`src/rtl/seclock_pkg.sv`:
```
package seclock_pkg;
  localparam int LOCK_W = 3;
  // Field positions are visible in the readback word.
  localparam int WL_BIT = 0;
  localparam int LD_BIT = 1;
  localparam int RL_BIT = 2;

  typedef struct packed {
    logic rl;  // bit 2: read lock
    logic ld;  // bit 1: lock-down
    logic wl;  // bit 0: write lock
  } lock_t;

  localparam lock_t LOCK_DEFAULT = '{rl: 1'b0, ld: 1'b0, wl: 1'b1};
endpackage

```
`src/rtl/seclock_rst_sync.sv`:
```
module seclock_rst_sync (
  input  logic clk,
  input  logic arst_a_n,
  input  logic arst_b_n,
  output logic rst_n_o
);
  logic comb_n;
  logic [1:0] sync_q;

  assign comb_n = arst_a_n & arst_b_n;

  always_ff @(posedge clk or negedge comb_n) begin
    if (!comb_n) sync_q <= 2'b00;
    else         sync_q <= {sync_q[0], 1'b1};
  end

  assign rst_n_o = sync_q[1];
endmodule

```
`src/rtl/seclock_cell.sv`:
```
module seclock_cell
  import seclock_pkg::*;
(
  input  logic  clk,
  input  logic  rst_n,
  input  logic  wr_en,
  input  lock_t wr_val,
  output lock_t state_o
);
  lock_t cur_q, cur_d;

  // A set lock-down blocks every change, including to itself.
  always_comb begin
    cur_d = cur_q;
    if (!cur_q.ld) cur_d = wr_val;
  end

  always_ff @(posedge clk or negedge rst_n) begin
    if (!rst_n)     cur_q <= LOCK_DEFAULT;
    else if (wr_en) cur_q <= cur_d;
  end

  assign state_o = cur_q;
endmodule

```
`src/rtl/seclock_gate.sv`:
```
module seclock_gate
  import seclock_pkg::*;
#(
  parameter int NUM_SECT = 8,
  parameter int ADDR_W   = 22,
  parameter int DATA_W   = 8,
  localparam int SEL_W   = $clog2(NUM_SECT)
) (
  input  logic                   clk,
  input  logic                   rst_n,
  input  lock_t [NUM_SECT-1:0]   lock_i,
  input  logic                   acc_valid,
  input  logic                   acc_write,
  input  logic [ADDR_W-1:0]      acc_addr,
  input  logic [DATA_W-1:0]      arr_rdata,
  output logic                   rd_permit,
  output logic                   wr_permit,
  output logic                   arr_req,
  output logic                   arr_we,
  output logic [DATA_W-1:0]      host_rdata,
  output logic                   viol
);
  logic [SEL_W-1:0] sect;
  lock_t            cur;
  logic             refused;
  logic             viol_d, viol_q;

  assign sect      = acc_addr[ADDR_W-1 -: SEL_W];
  assign cur       = lock_i[sect];
  assign rd_permit = ~cur.rl;
  assign wr_permit = ~cur.wl;
  assign refused   = acc_write ? ~wr_permit : ~rd_permit;
  assign arr_req   = acc_valid & ~refused;
  assign arr_we    = arr_req & acc_write;
  assign host_rdata = rd_permit ? arr_rdata : {DATA_W{1'b1}};

  always_comb viol_d = acc_valid & refused;

  always_ff @(posedge clk or negedge rst_n) begin
    if (!rst_n) viol_q <= 1'b0;
    else        viol_q <= viol_d;
  end

  assign viol = viol_q;
endmodule

```
`src/rtl/seclock_regs.sv`:
```
module seclock_regs
  import seclock_pkg::*;
#(
  parameter int NUM_SECT = 8,
  parameter int ADDR_W   = 22,
  parameter int DATA_W   = 8,
  localparam int SEL_W   = $clog2(NUM_SECT)
) (
  input  logic              clk,
  input  logic              rst_n,
  input  logic              init_n,
  input  logic              cfg_we,
  input  logic [SEL_W-1:0]  cfg_sect,
  input  logic [DATA_W-1:0] cfg_wdata,
  input  logic [SEL_W-1:0]  cfg_rsect,
  output logic [DATA_W-1:0] cfg_rdata,
  input  logic              acc_valid,
  input  logic              acc_write,
  input  logic [ADDR_W-1:0] acc_addr,
  input  logic [DATA_W-1:0] arr_rdata,
  output logic              rd_permit,
  output logic              wr_permit,
  output logic              arr_req,
  output logic              arr_we,
  output logic [DATA_W-1:0] host_rdata,
  output logic              viol
);
  logic                 rst_sync_n;
  lock_t [NUM_SECT-1:0] lock_q;
  lock_t                wr_val;
  logic                 unused_rsvd;

  assign wr_val      = lock_t'(cfg_wdata[LOCK_W-1:0]);
  assign unused_rsvd = ^cfg_wdata[DATA_W-1:LOCK_W];

  seclock_rst_sync u_rst (
    .clk      (clk),
    .arst_a_n (rst_n),
    .arst_b_n (init_n),
    .rst_n_o  (rst_sync_n)
  );

  for (genvar i = 0; i < NUM_SECT; i++) begin : g_sect
    logic hit;
    assign hit = cfg_we && (cfg_sect == SEL_W'(i));
    seclock_cell u_cell (
      .clk     (clk),
      .rst_n   (rst_sync_n),
      .wr_en   (hit),
      .wr_val  (wr_val),
      .state_o (lock_q[i])
    );
  end

  assign cfg_rdata = {{(DATA_W-LOCK_W){1'b0}}, lock_q[cfg_rsect]};

  seclock_gate #(
    .NUM_SECT (NUM_SECT),
    .ADDR_W   (ADDR_W),
    .DATA_W   (DATA_W)
  ) u_gate (
    .clk        (clk),
    .rst_n      (rst_sync_n),
    .lock_i     (lock_q),
    .acc_valid  (acc_valid),
    .acc_write  (acc_write),
    .acc_addr   (acc_addr),
    .arr_rdata  (arr_rdata),
    .rd_permit  (rd_permit),
    .wr_permit  (wr_permit),
    .arr_req    (arr_req),
    .arr_we     (arr_we),
    .host_rdata (host_rdata),
    .viol       (viol)
  );
endmodule

```
`config.mk`:
```
export PLATFORM = sky130hd
export DESIGN_NAME = seclock_regs
export DESIGN_NICKNAME = d
export VERILOG_FILES = /design/src/rtl/seclock_pkg.sv /design/src/rtl/seclock_rst_sync.sv /design/src/rtl/seclock_cell.sv /design/src/rtl/seclock_gate.sv /design/src/rtl/seclock_regs.sv
export SDC_FILE = /design/constraint.sdc
export NUM_CORES = 1
export LEC_CHECK = 0
export ABC_AREA = 1
export CAP_MARGIN = 20
export CORE_UTILIZATION = 55
export DETAILED_ROUTE_END_ITERATION = 10
export DONT_BUFFER_PORTS = 1
export PLACE_DENSITY = 0.7
export SLEW_MARGIN = 25
export SYNTH_ARGS = -nofsm -noshare
export SYNTH_HDL_FRONTEND = slang
export SYNTH_SLANG_ARGS = --single-unit
```
`constraint.sdc`:
```
create_clock -name clk -period 1.3 [get_ports clk]
set_input_delay 0.065 -clock clk [delete_from_list [all_inputs] [get_ports clk]]
set_output_delay 0.065 -clock clk [all_outputs]
set_load 0.1 [all_outputs]
```
==> impl_results.html <==
<table>
<tr><th>Metric</th><th>Value</th></tr>
<tr><th colspan="2">Status</th></tr>
<tr><td>Status</td><td>complete, but fails checks</td></tr>
<tr><td>Violations in the final reports</td><td>DRC, setup timing</td></tr>
<tr><th colspan="2">Clock network</th></tr>
<tr><td>Root buf cell</td><td>sky130_fd_sc_hd__clkbuf_4</td></tr>
<tr><td>Sinks on the clock net</td><td>27</td></tr>
<tr><td>CTS buffer count</td><td>3</td></tr>
<tr><td>Depth of the CTS H-tree</td><td>1</td></tr>
<tr><td>TritonCTS clock tree</td><td>done</td></tr>
<tr><td>Number of buffers on the longest clock path</td><td>2</td></tr>
<tr><td>Clk Latency, worst-skew pair</td><td>330 ps</td></tr>
<tr><td>Clock edge transition at the registers on the reported setup and hold paths</td><td>150 ps</td></tr>
<tr><th colspan="2">Floorplanning</th></tr>
<tr><td>Horizontal die dimension</td><td>56.7 µm</td></tr>
<tr><td>Boundary pin count</td><td>71</td></tr>
<tr><td>Total Die Area</td><td>3220 µm²</td></tr>
<tr><td>Starting utilization of the core area</td><td>58.7%</td></tr>
<tr><td>Placeable core area</td><td>2810 µm²</td></tr>
<tr><td>Cell row count</td><td>19</td></tr>
<tr><td>Height of the chip</td><td>56.7 µm</td></tr>
<tr><th colspan="2">Placed design</th></tr>
<tr><td>Number of buffers inserted by port buffering</td><td>0</td></tr>
<tr><td>HPWL after detailed placement</td><td>3.13 mm</td></tr>
<tr><td>Instance area at placement</td><td>2070 µm²</td></tr>
<tr><td>Final RePlAce weighted congestion</td><td>0.892</td></tr>
<tr><th colspan="2">Flow run</th></tr>
<tr><td>Number of violations of the max-capacitance limit</td><td>0</td></tr>
<tr><th colspan="2">STA</th></tr>
<tr><td>Min Clock Period, post-route</td><td>1730 ps</td></tr>
<tr><td>Peak Freq</td><td>579 MHz</td></tr>
<tr><td>RSZ-0062 raised after global routing</td><td>yes</td></tr>
<tr><td>Count of endpoints failing setup in the final report</td><td>16</td></tr>
<tr><td>Final hold viol count</td><td>0</td></tr>
<tr><td>Worst clock skew on the final layout</td><td>9.74 ps</td></tr>
<tr><td>Fin. max-slew vios</td><td>0</td></tr>
<tr><td>PnR worst setup slack</td><td>-427 ps</td></tr>
<tr><td>Final-layout setup total negative slack</td><td>-5050 ps</td></tr>
<tr><td>Final clock period utilization by the worst path</td><td>133%</td></tr>
<tr><th colspan="2">Critical path</th></tr>
<tr><td>Delay contributed by the slowest stage of the critical path</td><td>570 ps</td></tr>
<tr><td>Maximum fanout along the worst path</td><td>2</td></tr>
<tr><td>Data required time at the worst endpoint</td><td>1240 ps</td></tr>
<tr><td>Crit path launch type</td><td>flop</td></tr>
<tr><td>Critical path arrival</td><td>1660 ps</td></tr>
<tr><td>Worst Setup End Kind</td><td>primary output</td></tr>
<tr><td>Worst R2R Setup Slack</td><td>-120 ps</td></tr>
<tr><td>Kind of cell with the highest combined delay on the critical path</td><td>flip-flops</td></tr>
<tr><td>Standard cell with the maximum stage delay on the critical path</td><td>sky130_fd_sc_hd__dfstp_2</td></tr>
<tr><td>Count of buffering cells on the critical path with inverters included</td><td>2</td></tr>
<tr><td>Cell-by-cell listing of the critical path</td><td>inv_2 &gt; nand2_2 &gt; nand3_4 &gt; nand3_4 &gt; nand3_2 &gt; nand2_2 &gt; nor2_4 &gt; buf_12</td></tr>
<tr><td>Kind of critical path</td><td>reg -&gt; out</td></tr>
<tr><th colspan="2">Yosys</th></tr>
<tr><td>Post-synthesis instance area</td><td>1650 µm²</td></tr>
<tr><td>Number of standard cells after synthesis</td><td>231</td></tr>
<tr><td>Post-synthesis sequential area ratio</td><td>41.6%</td></tr>
<tr><td>Yosys warnings</td><td>0</td></tr>
<tr><td>Count of state elements after synthesis</td><td>27</td></tr>
<tr><td>Synthesized area divided by synthesized cell count</td><td>7.13 µm²</td></tr>
<tr><td>Post-synthesis cell type count</td><td>20</td></tr>
<tr><th colspan="2">Drt</th></tr>
<tr><td>Drt first-iter violations</td><td>79</td></tr>
<tr><td>Average via count per standard cell</td><td>5.56</td></tr>
<tr><td>Average wire per cell in the routed design</td><td>16.9 µm</td></tr>
<tr><td>Detailed-router iteration count before antenna repair</td><td>8</td></tr>
<tr><td>Post-route DRC</td><td>10</td></tr>
<tr><td>Detailed-route wire length</td><td>5.23 mm</td></tr>
<tr><td>Number of vias in the routed layout</td><td>1718</td></tr>
<tr><td>Post-route ant nets</td><td>0</td></tr>
<tr><th colspan="2">Min path</th></tr>
<tr><td>Type of the tightest min-delay check</td><td>in -&gt; reg</td></tr>
<tr><th colspan="2">Layout</th></tr>
<tr><td>Post-layout instance area</td><td>2480 µm²</td></tr>
<tr><td>Storage element area</td><td>686 µm²</td></tr>
<tr><td>Area of the multi-input gates</td><td>982 µm²</td></tr>
<tr><td>FILL cells</td><td>143</td></tr>
<tr><td>Antenna Cells</td><td>0</td></tr>
<tr><td>Area growth from synthesis to layout</td><td>50.4%</td></tr>
<tr><td>Share of cells above drive strength 1</td><td>38.8%</td></tr>
<tr><td>Layout Nets</td><td>329</td></tr>
<tr><th colspan="2">GRT</th></tr>
<tr><td>Global-route usage over all layers</td><td>31.1%</td></tr>
<tr><td>Pin count of the biggest net entering global routing</td><td>26</td></tr>
<tr><td>Initial antenna violation count</td><td>0</td></tr>
<tr><td>Overall overflow remaining after global route</td><td>0</td></tr>
<tr><td>Global-route wire length before repair</td><td>7.58 mm</td></tr>
<tr><td>Vias in the first global route</td><td>1692</td></tr>
<tr><th colspan="2">Pwr</th></tr>
<tr><td>Power per cell area</td><td>997 nW/µm²</td></tr>
<tr><td>Cell leakage power</td><td>1.17 nW</td></tr>
<tr><td>Peak supply drop</td><td>0.836 mV</td></tr>
</table>
[cell type report]
cell class,count,area share (%)
flip-flops and latches,27,27.7
well taps,31,1.56
repair buffers,47,23.0
clock buffers,3,0.909
clock inverters,1,0.202
inverters,45,7.02
multi-input cells,155,39.6
[path summary, 6_finish.rpt]
| check | startpoint | to | depth (start not counted) |
|---|---|---|---|
| worst min-delay path | cfg_sect[2] | g_sect[5].u_cell.state_o[1]$_DFFE_PN0P_ | 4 |
| worst min register to register | u_rst.sync_q[1]$_DFF_PN0_ | g_sect[1].u_cell.state_o[2]$_DFFE_PN0P_ | 1 |
| max in group asynchronous | init_n | u_rst.sync_q[1]$_DFF_PN0_ | 4 |
| worst max-delay path | g_sect[5].u_cell.state_o[0]$_DFFE_PN1P_ | arr_req | 8 |
| min in group asynchronous | rst_n | u_rst.sync_q[0]$_DFF_PN0_ | 3 |
| worst max register to register | g_sect[5].u_cell.state_o[0]$_DFFE_PN1P_ | u_gate.viol$_DFF_PN0_ | 10 |
[worst register-to-register path: stages, from the launching register on]
cell                      delay [ps]
sky130_fd_sc_hd__dfstp_2         570
sky130_fd_sc_hd__inv_2            50
sky130_fd_sc_hd__nand2_2          90
sky130_fd_sc_hd__nand3_4         100
sky130_fd_sc_hd__nand3_4         110
sky130_fd_sc_hd__nand2_8          70
sky130_fd_sc_hd__nand2_4          80
sky130_fd_sc_hd__buf_6            90
sky130_fd_sc_hd__buf_6            90
sky130_fd_sc_hd__nand2_4          40
sky130_fd_sc_hd__nor2_2           80
[power breakdown]
part           internal [mW]  total, mW  leakage, nW  switching [mW]
Sequential             0.924      0.969        0.301          0.0454
Clock                  0.116      0.369       0.0177           0.254
Combinational          0.395       1.13        0.851           0.737
Total                   1.43       2.47         1.17            1.04
[layer usage]
layer  vias up  wire length, µm  global-route usage, %
met2        86             2840                   56.6
met3        14              324                   5.53
met5         -                0                      0
met4         0              150                   12.2
met1       822             1920                   35.9
li1        796                -                      -
[registers in the layout, indices dropped and copies added, names as in the netlist]
register,flops
u_rst.sync_q,2
u_gate.viol,1
g_sect.u_cell.state_o,24
[synthesized netlist by cell type (all sizes together)]
cell,number,area share (%)
conb,2,0.46
dfstp,8,13
o21bai,2,0.91
dfrtp,19,29
inv,45,11
buf,8,3.9
a21oi,12,3.6
nand3,18,7.6
nor2,14,3.3
o21ai,28,8.5
o21a,3,1.4
nand2,72,18
[metrics by stage]
step | utilization [%] | hold slack, ps | power, mW | std cells | setup WS [ps]
floorplan | - | -157 | 1.65 | 235 | -200
global route | 88.4 | 52.8 | 2.55 | 309 | -477
finish | 88.4 | 38.8 | 2.47 | 309 | -427
global placement | 73.7 | -151 | 1.87 | 278 | -32.4
CTS | 83.9 | 4.42 | 2.37 | 303 | -387
detailed placement | 73.7 | -148 | 1.90 | 278 | -75.7
[cells in the final DEF, fill, tap and decap left out, types with 4 or more instances in the layout]
master,instances
sky130_fd_sc_hd__buf_4,18
sky130_fd_sc_hd__conb_1,6
sky130_fd_sc_hd__nor2_1,8
sky130_fd_sc_hd__nand3_2,7
sky130_fd_sc_hd__inv_1,33
sky130_fd_sc_hd__buf_6,4
sky130_fd_sc_hd__o21ai_1,10
sky130_fd_sc_hd__nand2_2,7
sky130_fd_sc_hd__a21oi_2,5
sky130_fd_sc_hd__dlygate4sd3_1,11
sky130_fd_sc_hd__inv_2,11
sky130_fd_sc_hd__a21oi_1,7
sky130_fd_sc_hd__nand3_4,6
sky130_fd_sc_hd__nand2_4,12
sky130_fd_sc_hd__dfstp_2,8
sky130_fd_sc_hd__nand3_1,5
sky130_fd_sc_hd__dfrtp_1,19
sky130_fd_sc_hd__o21ai_0,18
sky130_fd_sc_hd__nand2_1,51
sky130_fd_sc_hd__buf_12,14
[cell families after synthesis]
| family | count (synthesis) | synth area share (%) |
|---|---|---|
| other | 2 | 0.456 |
| AND/OR/NAND/NOR | 104 | 29.0 |
| AO/OA/AOI/OAI | 45 | 14.4 |
| buffers and inverters | 53 | 14.5 |
| flip-flops | 27 | 41.6 |
[timing repair]
item	4_1_cts	5_1_grt
setup buffers	9	7
hold endpoints to repair	23	0
gates resized for setup	25	28
setup endpoints to repair	15	17
hold buffers	12	0
pin swaps	15	11
Power figures use the tool's default switching activity.
